## config.mk

```make
export PLATFORM = sky130hd
export DESIGN_NAME = rrc_unit
export DESIGN_NICKNAME = d
export VERILOG_FILES = /design/src/rtl/rrc_pkg.sv /design/src/rtl/rrc_size_decode.sv /design/src/rtl/rrc_rotate.sv /design/src/rtl/rrc_flag_gen.sv /design/src/rtl/rrc_unit.sv
export SDC_FILE = /design/constraint.sdc
export NUM_CORES = 1
export LEC_CHECK = 0
export ABC_AREA = 1
export CORE_MARGIN = 4
export CORE_UTILIZATION = 37
export DETAILED_ROUTE_END_ITERATION = 12
export PLACE_DENSITY = 0.78
export SETUP_SLACK_MARGIN = 0.02
export SYNTH_ARGS = -nofsm -noshare
export SYNTH_HDL_FRONTEND = slang
export SYNTH_SLANG_ARGS = --single-unit
```

## constraint.sdc

```tcl
create_clock -name clk -period 1.2 [get_ports clk]
set_clock_uncertainty 0.2 [all_clocks]
set_input_delay 0.24 -clock clk [delete_from_list [all_inputs] [get_ports clk]]
set_output_delay 0.24 -clock clk [all_outputs]
set_load 0.1 [all_outputs]
```

## src/rtl/rrc_pkg.sv

```systemverilog
package rrc_pkg;

    // Width codes presented on in_size
    typedef enum logic [1:0] {
        SZ_BYTE  = 2'b00,
        SZ_HALF  = 2'b01,
        SZ_FULL  = 2'b10,
        SZ_FULL2 = 2'b11
    } rrc_size_e;

    // Number of selectable widths
    localparam int unsigned NUM_SIZES = 3;

endpackage

```

## src/rtl/rrc_size_decode.sv

```systemverilog
// Turns the width code into a one-hot select: [0]=byte, [1]=half, [2]=full.
module rrc_size_decode
    import rrc_pkg::*;
(
    input  logic [1:0]           size_code,
    output logic [NUM_SIZES-1:0] size_sel
);
    always_comb begin
        size_sel = '0;
        unique case (rrc_size_e'(size_code))
            SZ_BYTE:  size_sel[0] = 1'b1;
            SZ_HALF:  size_sel[1] = 1'b1;
            SZ_FULL,
            SZ_FULL2: size_sel[2] = 1'b1;
            default:  size_sel[2] = 1'b1;
        endcase
    end


    sel_onehot_chk: assert final ($onehot(size_sel));
endmodule

```

## src/rtl/rrc_rotate.sv

```systemverilog
// One candidate per width, chosen through the one-hot select.
module rrc_rotate
    import rrc_pkg::*;
#(
    parameter int unsigned FULL_W = 20,
    parameter int unsigned HALF_W = 16,
    parameter int unsigned BYTE_W = 8
) (
    input  logic [FULL_W-1:0]    op,
    input  logic                 cin,
    input  logic                 regmode,
    input  logic [NUM_SIZES-1:0] sel,
    output logic [FULL_W-1:0]    result,
    output logic                 cout
);
    logic [FULL_W-1:0] cand [NUM_SIZES];

    for (genvar g = 0; g < NUM_SIZES; g++) begin : g_width
        localparam int unsigned W = (g == 0) ? BYTE_W : (g == 1) ? HALF_W : FULL_W;
        if (W == FULL_W) begin : g_top
            assign cand[g] = {cin, op[FULL_W-1:1]};
        end else begin : g_part
            logic [FULL_W-W-1:0] upper;
            assign upper   = regmode ? '0 : op[FULL_W-1:W];
            assign cand[g] = {upper, cin, op[W-1:1]};
        end
    end

    always_comb begin
        result = '0;
        for (int g = 0; g < NUM_SIZES; g++) begin
            result |= cand[g] & {FULL_W{sel[g]}};
        end
    end

    // The outgoing carry is bit 0 for every width
    assign cout = op[0];
endmodule

```

## src/rtl/rrc_flag_gen.sv

```systemverilog
// Sign and zero of the selected field of the result.
module rrc_flag_gen
    import rrc_pkg::*;
#(
    parameter int unsigned FULL_W = 20,
    parameter int unsigned HALF_W = 16,
    parameter int unsigned BYTE_W = 8
) (
    input  logic [FULL_W-1:0]    result,
    input  logic [NUM_SIZES-1:0] sel,
    output logic                 neg,
    output logic                 zero
);
    logic [NUM_SIZES-1:0] top_bit;
    logic [NUM_SIZES-1:0] field_zero;

    for (genvar g = 0; g < NUM_SIZES; g++) begin : g_width
        localparam int unsigned W = (g == 0) ? BYTE_W : (g == 1) ? HALF_W : FULL_W;
        assign top_bit[g]    = result[W-1];
        assign field_zero[g] = (result[W-1:0] == '0);
    end

    assign neg  = |(top_bit & sel);
    assign zero = |(field_zero & sel);
endmodule

```

## src/rtl/rrc_unit.sv

```systemverilog
module rrc_unit
    import rrc_pkg::*;
#(
    parameter int unsigned FULL_W = 20,
    parameter int unsigned HALF_W = 16,
    parameter int unsigned BYTE_W = 8
) (
    input  logic              clk,
    input  logic              rst,
    input  logic              in_valid,
    input  logic [FULL_W-1:0] in_word,
    input  logic              in_carry,
    input  logic [1:0]        in_size,
    input  logic              in_regmode,
    output logic              out_done,
    output logic [FULL_W-1:0] out_word,
    output logic              flag_n,
    output logic              flag_z,
    output logic              flag_c,
    output logic              flag_v
);
    typedef struct packed {
        logic [FULL_W-1:0] word;
        logic              n;
        logic              z;
        logic              c;
        logic              v;
        logic              done;
    } state_t;

    state_t st_d, st_q;

    logic [NUM_SIZES-1:0] sel;
    logic [FULL_W-1:0]    rot_word;
    logic                 rot_c, rot_n, rot_z;

    rrc_size_decode u_dec (
        .size_code (in_size),
        .size_sel  (sel)
    );

    rrc_rotate #(.FULL_W(FULL_W), .HALF_W(HALF_W), .BYTE_W(BYTE_W)) u_rot (
        .op      (in_word),
        .cin     (in_carry),
        .regmode (in_regmode),
        .sel     (sel),
        .result  (rot_word),
        .cout    (rot_c)
    );

    rrc_flag_gen #(.FULL_W(FULL_W), .HALF_W(HALF_W), .BYTE_W(BYTE_W)) u_flg (
        .result (rot_word),
        .sel    (sel),
        .neg    (rot_n),
        .zero   (rot_z)
    );

    always_comb begin
        st_d      = st_q;
        st_d.done = in_valid;
        if (in_valid) begin
            st_d.word = rot_word;
            st_d.n    = rot_n;
            st_d.z    = rot_z;
            st_d.c    = rot_c;
            st_d.v    = 1'b0;
        end
    end

    always_ff @(posedge clk) begin
        if (rst) st_q <= '0;
        else     st_q <= st_d;
    end

    assign out_done = st_q.done;
    assign out_word = st_q.word;
    assign flag_n   = st_q.n;
    assign flag_z   = st_q.z;
    assign flag_c   = st_q.c;
    assign flag_v   = st_q.v;


    done_pulse_chk: assert property (@(posedge clk) disable iff (rst)
        in_valid |=> out_done);

    done_idle_chk: assert property (@(posedge clk) disable iff (rst)
        !in_valid |=> !out_done);

    carry_out_chk: assert property (@(posedge clk) disable iff (rst)
        in_valid |=> flag_c == $past(in_word[0]));

    sign_chk: assert property (@(posedge clk) disable iff (rst)
        in_valid |=> flag_n == $past(in_carry));

    byte_clear_chk: assert property (@(posedge clk) disable iff (rst)
        (in_valid && in_regmode && in_size == 2'b00) |=> out_word[FULL_W-1:BYTE_W] == '0);

    hold_chk: assert property (@(posedge clk) disable iff (rst)
        !in_valid |=> $stable(out_word) && $stable({flag_n, flag_z, flag_c, flag_v}));
endmodule

```

==> metrics.yaml <==
num_antenna_cells: 0
gp_congestion: 0.790
firstDrtPassIters: 4
worstSetupPathType: "in -> reg"
wirelength_mm: 3.25
worst_slack_ns: -0.128
synth-main-ff-cell: "dfxtp_1"
cp_max_fo: 2
clock-root-buffer: "clkbuf_4"
async_reset_ff_share_pct: 0
synth_top_area_share_pct: 40.9
synth_most_common_cell: "nor2_1"
numCtsBuffers: 3
yosysWarnings: 0
antenna_found_initial: 0
finalHoldViolCount: 0
fin_crit_sh_pct: 111
crit_top_cell: "nand2_1"
ioPinCount: 52
hold_depth: 5
ff_latch_area_um2: 510
synth_cells: 189
outcome: "finished with violations"
hold_path_end: "out_word[10]"
crit_path_top_delay_cell: "clkdlybuf4s50_1"
crit_path_end_kind: "flip-flop"
peakVddDrop_mv: 0.439
max_cap_violations: 0
grt_pass1_wl_mm: 5.10
die_x_um: 64.4
cts_tree: "done"
path_cells: "clkdlybuf4s50_1, nor2_1, nand2_1, nor2_2, nand2_1, a21oi_2, nand2_1, a21oi_2"
synth-seq-area-share_pct: 40.9
r2r_end: "out_word[12]"
leakage_nw: 1.11
cpPeakStageDelay_ns: 0.43
cts_sinks: 24
start_util_pct: 38.5
hold_path.class: "in -> reg"
synth_edf_count: 0
rsz0062_at_grt: "yes"
hold_buffers: 0
coreArea_um2: 3050
dieArea_um2: 4140
multi_input_area_um2: 616
synth.avg_cell_area_um2: 6.22
fill_cells: 252
grt_max_degree: 25
setup_viol: 25
worstPathArrival_ns: 1.37
fmax_mhz: 753
ys_ff_latch: 24
place_ws_ns: -0.746
drt-initial-drc-count: 64
power_density_nw_per_um2: 1020
synth_common_cells: "nor2_1, nand2_1, dfxtp_1, inv_1, o21ai_0"
synth_top_area_cell: "dfxtp_1"
yosys-top-cells-area: "dfxtp_1, nor2_1, nand2_1, o21ai_0, inv_1"
grtUsageTotal_pct: 15.6
syn_area_um2: 1180
areaGrowthSynthToFinish_pct: 86.5
crit-reg2reg-launch: "out_word[12]"
worstHoldStart: "in_word[11]"
avgRoutedWirePerCell_um: 10.9
ant_nets: 0
violations: "setup timing"
synth.distinct_cells: 19
row_count: 20
finish.net_count: 283
die_h_um: 64.4
cp.required_ns: 1.24
final_util_pct: 71.8
vias: 1336
grt_overflow_total: 0
drive_above_1_share_pct: 37.8
syn_nets: 216
grt_pass1_vias: 1163
hpwl_mm: 2.34
worstSetupStartpointType: "input port"
clkLatencyLatePin_ns: 0.30
h-tree-depth: 1
r2r_cells: 5
fin_crit_ns: 1.33
path_clk_slew_ns: 0.12
reg2reg_slack_ns: 0.17
vias_per_cell: 4.48
numPortBuffers: 50
cts.path.max_buffers: 2
drc: 0
drv_slew: 0
==> cell type report <==
cell class / instances / area share (%)
tap: 44 / 2.51
multi-input combinational: 133 / 28.1
sequential: 24 / 23.3
clock buffer: 3 / 1.03
timing repair buffer: 71 / 41.2
inverter: 23 / 3.94
==> cell families after synthesis <==
family                 count (synthesis)  share of synthesized area [%]
and+or+nand+nor                      103                           33.9
buffers and inverters                 33                           12.2
other                                  1                          0.319
DFF                                   24                           40.9
AOI/OAI and AO/OA                     28                           12.7
==> registers in the layout, indices dropped and copies added (netlist names) <==
register / count
out_done: 1
flag_n: 1
flag_c: 1
out_word: 20
flag_z: 1
==> power breakdown <==
part,internal (W),switching (W)
registers,0.000862,0.0000546
clock network,0.000117,0.000221
logic,0.000387,0.000605
total,0.00137,0.000880
==> cell usage in the layout, fill, tap and decap left out, types with 2 or more instances in the layout <==
cell type and count:
clkbuf_2 2, inv_1 20, nand2_2 2, clkbuf_4 3, buf_4 20, dlygate4sd2_1 4, clkdlybuf4s50_1 14, nand3_2 3
dlymetal6s2s_1 5, dfxtp_2 24, a21oi_2 2, o21ai_0 15, a21oi_1 2, nor2_1 49, o21ai_1 4, nand3_1 3
inv_2 3, buf_12 25, nor2_2 6, o21ai_2 3, nand2_1 39
==> worst max-delay path: cells and delay by family <==
family	cells	cell delay [ns]
AO/OA/AOI/OAI	2	0.23
AND/OR/NAND/NOR	5	0.46
buffers and inverters	1	0.43
==> per-layer routing <==
metal  track usage (%)  part of all wire [%]  up-vias  wire, um
li1                  -                     -      703         -
met1              18.5                    45      585      1470
met2              27.7                    48       44      1560
met3              2.81                   6.0        4       195
met4              5.54                  0.68        0        22
met5                 0                     0        -         0
==> what timing repair did <==
| action | CTS | global route |
|---|---|---|
| buffers inserted | 6 | 1 |
| setup endpoints to repair | 38 | 33 |
| gates resized for setup | 16 | 26 |
| pin swaps | 7 | 7 |
| cloned | 1 | 0 |
==> worst max path at each step <==
stage / endpoint / cells past startpoint / start
after floorplan: flag_z / 10 / in_size[1]
final: flag_z / 8 / in_word[1]
after CTS: out_word[1] / 1 / out_word[1]
after detailed placement: flag_z / 9 / in_size[1]
after global routing: out_word[11] / 1 / out_word[11]
after global placement: flag_z / 9 / in_size[1]
==> per-stage QoR <==
stage / total power [W] / area, um^2 / hold slack, ns / setup TNS (ns) / cells
after floorplan: 0.00148 / 1210 / 0.175 / -0.0998 / 189
after global placement: 0.00188 / 2070 / 0.269 / -9.95 / 287
after detailed placement: 0.00189 / 2070 / 0.272 / -10.65 / 287
after CTS: 0.00225 / 2150 / 0.117 / -2.55 / 297
after global routing: 0.00237 / 2190 / 0.145 / -3.49 / 298
final: 0.00225 / 2190 / 0.114 / -2.22 / 298
No activity file was read; power rests on OpenSTA's default activity.
